[config.mk]
export PLATFORM = sky130hd
export DESIGN_NAME = sar_adc_seq
export DESIGN_NICKNAME = d
export VERILOG_FILES = /design/src/rtl/sar_pkg.sv /design/src/rtl/sar_timer.sv /design/src/rtl/sar_reg.sv /design/src/rtl/sar_adc_seq.sv
export SDC_FILE = /design/constraint.sdc
export NUM_CORES = 1
export LEC_CHECK = 0
export BUFFER_PORTS_ARGS = -buffer_cell sky130_fd_sc_hd__buf_2
export CAP_MARGIN = 25
export CORE_ASPECT_RATIO = 0.75
export CORE_UTILIZATION = 44
export CTS_CLUSTER_SIZE = 14
export DETAILED_ROUTE_END_ITERATION = 16
export PLACE_DENSITY_LB_ADDON = 0.12
export SLEW_MARGIN = 30
export SYNTH_ARGS = -nofsm -noshare
export SYNTH_HDL_FRONTEND = slang
export SYNTH_SLANG_ARGS = --single-unit
[constraint.sdc]
create_clock -name clk -period 1.88 [get_ports clk]
set_input_delay 0.282 -clock clk [delete_from_list [all_inputs] [get_ports clk]]
set_output_delay 0.282 -clock clk [all_outputs]
set_load 0.005 [all_outputs]
[src/rtl/sar_pkg.sv]
package sar_pkg;
    typedef enum logic {
        ST_IDLE = 1'b0,
        ST_CONV = 1'b1
    } sar_state_e;
endpackage

[src/rtl/sar_timer.sv]
// Counts enabled machine cycles within a conversion window and decodes
// the apply / sample point of each bit trial.
module sar_timer #(
    parameter int NBITS        = 10,
    parameter int CONV_CYCLES  = 62,
    parameter int FIRST_TRIAL  = 2,
    parameter int TRIAL_STRIDE = 6
) (
    input  logic             clk,
    input  logic             rst,
    input  logic             load,
    input  logic             adv,
    output logic             last,
    output logic [NBITS-1:0] apply_vec,
    output logic [NBITS-1:0] sample_vec
);
    localparam int CW = $clog2(CONV_CYCLES + 1);

    logic [CW-1:0] cnt_q;

    always_ff @(posedge clk) begin
        if (rst) begin
            cnt_q <= '0;
        end else if (load) begin
            cnt_q <= '0;
        end else if (adv) begin
            cnt_q <= cnt_q + CW'(1);
        end
    end

    assign last = (cnt_q == CW'(CONV_CYCLES - 1));

    for (genvar k = 0; k < NBITS; k++) begin : g_trial
        assign apply_vec[k]  = (cnt_q == CW'(FIRST_TRIAL - 1 + TRIAL_STRIDE * k));
        assign sample_vec[k] = (cnt_q == CW'(FIRST_TRIAL + TRIAL_STRIDE * k));
    end
endmodule

[src/rtl/sar_reg.sv]
// Successive-approximation register: trial k owns bit NBITS-1-k.
module sar_reg #(
    parameter int NBITS = 10
) (
    input  logic             clk,
    input  logic             rst,
    input  logic             load,
    input  logic             adv,
    input  logic             cmp_hi,
    input  logic [NBITS-1:0] apply_vec,
    input  logic [NBITS-1:0] sample_vec,
    output logic [NBITS-1:0] code
);
    for (genvar k = 0; k < NBITS; k++) begin : g_bit
        localparam int B = NBITS - 1 - k;
        always_ff @(posedge clk) begin
            if (rst || load) begin
                code[B] <= 1'b0;
            end else if (adv) begin
                if (apply_vec[k]) begin
                    code[B] <= 1'b1;
                end else if (sample_vec[k] && !cmp_hi) begin
                    code[B] <= 1'b0;
                end
            end
        end
    end
endmodule

[src/rtl/sar_adc_seq.sv]
module sar_adc_seq #(
    parameter int NBITS        = 10,
    parameter int CONV_CYCLES  = 62,
    parameter int FIRST_TRIAL  = 2,
    parameter int TRIAL_STRIDE = 6
) (
    input  logic             clk,
    input  logic             rst,
    input  logic             mc_en,
    input  logic             start,
    input  logic             flag_clr,
    input  logic             cmp_hi,
    output logic [NBITS-1:0] code,
    output logic             busy,
    output logic             done_flag,
    output logic             irq
);
    import sar_pkg::*;

    sar_state_e       state_q, state_d;
    logic             accept, adv, last, finish;
    logic [NBITS-1:0] apply_vec, sample_vec;

    assign accept = (state_q == ST_IDLE) && start && mc_en;
    assign adv    = (state_q == ST_CONV) && mc_en;
    assign finish = adv && last;

    // next-state logic: START and FINISH transitions
    always_comb begin
        state_d = state_q;
        unique case (state_q)
            ST_IDLE: if (accept) state_d = ST_CONV;
            ST_CONV: if (finish) state_d = ST_IDLE;
            default: state_d = ST_IDLE;
        endcase
    end

    // state register
    always_ff @(posedge clk) begin
        if (rst) state_q <= ST_IDLE;
        else     state_q <= state_d;
    end

    // outputs: busy, sticky flag, interrupt pulse
    assign busy = (state_q == ST_CONV);

    always_ff @(posedge clk) begin
        if (rst) begin
            done_flag <= 1'b0;
            irq       <= 1'b0;
        end else begin
            irq <= finish;
            if (finish)        done_flag <= 1'b1;
            else if (flag_clr) done_flag <= 1'b0;
        end
    end

    sar_timer #(
        .NBITS       (NBITS),
        .CONV_CYCLES (CONV_CYCLES),
        .FIRST_TRIAL (FIRST_TRIAL),
        .TRIAL_STRIDE(TRIAL_STRIDE)
    ) u_timer (
        .clk       (clk),
        .rst       (rst),
        .load      (accept),
        .adv       (adv),
        .last      (last),
        .apply_vec (apply_vec),
        .sample_vec(sample_vec)
    );

    sar_reg #(
        .NBITS(NBITS)
    ) u_reg (
        .clk       (clk),
        .rst       (rst),
        .load      (accept),
        .adv       (adv),
        .cmp_hi    (cmp_hi),
        .apply_vec (apply_vec),
        .sample_vec(sample_vec),
        .code      (code)
    );
endmodule

==> results.toml <==
[outcome]
outcome = "finished, final reports clean"

[synth]
synth_edf_count = 0
synth_simple_gate_area_share_pct = 31.38
avgSynthCellArea_um2 = 9.006
syn-instance-count = 116
synth-xor-area-share_pct = 1.677
synth_top_cells_by_count = "dfxtp_1 (19), a21oi_1 (11), nand2_1 (7)"
synth.area.top_cells = "dfxtp_1 (36%), a21oi_1 (5.3%), ha_1 (4.8%), nand3_1 (2.9%), o21ai_0 (2.9%)"
synth_warnings = 0
synth_nets = 126
ys.flop_type = "dfxtp_1"
synth_cell_types = 44
async_reset_ff_share_pct = 0
synth_compound_area_share_pct = 19.28
synth_mux_area_share_pct = 0
synth_top_area_cell = "dfxtp_1"
synth_top_family_by_area = "simple AND/OR/NAND/NOR gates"
yosysTopAreaCellShare_pct = 36.41
synth_fa_ha_area_share_pct = 4.790
yosysMostFrequentCell = "dfxtp_1"
syn_area_mm2 = 0.001045
ys_seq_area_share_pct = 36.41
synth_seq_cells = 19

[cts]
cts_tree = "yes"
post_cts_resized = 0
post_cts_buffers = 0
numCtsBuffers = 3
cts_max_path_buffers = 2
clockRootBuffer = "clkbuf_4"
path_clk_slew_ns = 0.12
ctsHtreeMaxLevel = 1
clock-sinks = 19
ctsHoldBuffers = 0
insertion_delay_ns = 0.31

[sta]
clock.fmax_mhz = 637.7
worst_hold_slack_ns = 0.2203
tns_ns = 0
tightest_slew_ns = 0.6002
finalClockSkew_ns = 0.007279
max-slew-margin-rel_pct = 59.93
fin_ws_ns = 0.3119
finalCriticalPeriod_ns = 1.568
fin_crit_sh_pct = 83.41
hold_violations = 0
setup_viol = 0
rsz0062_at_grt = "no"
maxSlewViolCount = 0

[setup_path]
slowest_delay_ns = 0.48
cp_cell_sequence = "inv_1, ha_1, or4b_1, o41ai_2, a21oi_1"
cp_top_family = "simple AND/OR/NAND/NOR gates"
cp-start-kind = "flop"
crit_buf_inv = 1
critPathKind = "flop to flop"
crit_arrival_ns = 1.76
critical_path.max_fanout = 5
slowest_stage = "or4b_1"
endpoint_kind = "flop"
critPathRequiredTime_ns = 2.07

[routing]
ant_nets = 0
drt_iter0_markers = 17
drtPass1Iterations = 4
wl_per_cell_um = 14.52
route.detailed.drc = 0
drt-total-wl_mm = 2.382
drt-vias-per-instance = 5.622
num_vias = 922

[final_layout]
n_antenna_cell = 0
fin_nets = 143
stdcell_area_mm2 = 0.001167
nFillCells = 203
syn_to_final_growth_pct = 11.74
utilization_pct = 55.08
final_layout_size_suffix_gt1_share_pct = 24.24

[grt]
grt_use_met1_pct = 27.98
antenna_found_initial = 0
grtUsageTotal_pct = 21.38
first_global_vias = 833
grt_remaining_overflow = 0
grt_pass1_wl_mm = 3.933
grt_max_degree = 17
grtUsageMet2_pct = 33.10
grt.busiest_layer = "met2"
use_met3_pct = 6.140

[placement]
dp_slack_ns = 0.3243
port-buffer-count = 18
placed_cell_area_mm2 = 0.001137
place_hpwl_mm = 1.696
globalplace.congestion = 0.8560

[die]
die_area_mm2 = 0.002575
fp.dieW_um = 58.27
die_y_um = 44.20
num_rows = 14
initial_core_util_pct = 49.29
core_mm2 = 0.002120
ios = 19

[power]
power_leakage_uw = 0.0004070
vdd_drop_max_v = 0.0004352
p_per_area_mw_per_mm2 = 583.1

[job]
drv_cap = 0

[hold_path]
hold_path.class = "input port to flop"
-- power by group --
| part | switching [uW] | internal [uW] | leakage [uW] | total (uW) |
|---|---|---|---|---|
| Combinational | 30.3 | 17.0 | 0.000240 | 47.2 |
| Clock | 143 | 81.3 | 0.0000139 | 224 |
| Sequential | 3.92 | 405 | 0.000153 | 409 |
-- cell families after synthesis --
logic type      after synthesis
xor+xnor                      2
flops                        19
simple gates                 49
fa+ha+maj                     4
compound gates               29
buf+inv                      13
-- worst paths after layout --
| kind | from | endpoint | slack [ns] | cells after the start |
|---|---|---|---|---|
| hold / removal | rst | irq$_SDFF_PP0_ | 0.22 | 2 |
| setup / recovery | u_timer.cnt_q[0]$_SDFFE_PP0P_ | u_reg.code[9]$_SDFFE_PP0P_ | 0.31 | 5 |
| hold reg to reg | u_reg.code[9]$_SDFFE_PP0P_ | u_reg.code[9]$_SDFFE_PP0P_ | 0.47 | 2 |
| setup reg to reg | u_timer.cnt_q[0]$_SDFFE_PP0P_ | u_reg.code[9]$_SDFFE_PP0P_ | 0.31 | 5 |
-- final cells by class --
type,count,area (um^2),share of cell area [%]
Clock inverter,1,7.507,0.6431
Timing Repair Buffer,19,97.59,8.360
Inverter,6,22.52,1.929
Multi-Input combinational cell,84,596.8,51.13
Sequential cell,19,380.4,32.58
Tap cell,32,40.04,3.430
Clock buffer,3,22.52,1.929
-- state kept, by name (all words and copies together) (netlist names) --
register	cells
busy	1
irq	1
u_reg.code	10
u_timer.cnt_q	6
done_flag	1
-- per-layer routing --
metal | part of all wire (%) | vias up
li1 | - | 469
met1 | 49 | 427
met2 | 45 | 22
met3 | 5.0 | 4
met4 | 1.5 | 0
met5 | 0 | -
-- stage by stage --
stage | instances | power (uW)
floorplan | 116 | 450.3
global placement | 160 | 464.8
detailed placement | 160 | 465.2
CTS | 164 | 693.9
global route | 164 | 715.0
finish | 164 | 680.6
-- layout by cell type, fill, tap and decap left out, types with 3 or more instances in the layout --
cell type	count
buf_2	18
nand3_1	6
nand2b_1	3
clkbuf_4	3
inv_1	6
dfxtp_1	19
o21ai_0	6
a21oi_1	11
nand4_1	4
nor2_1	5
ha_1	4
nand2_1	7
Power figures use the tool's default switching activity.
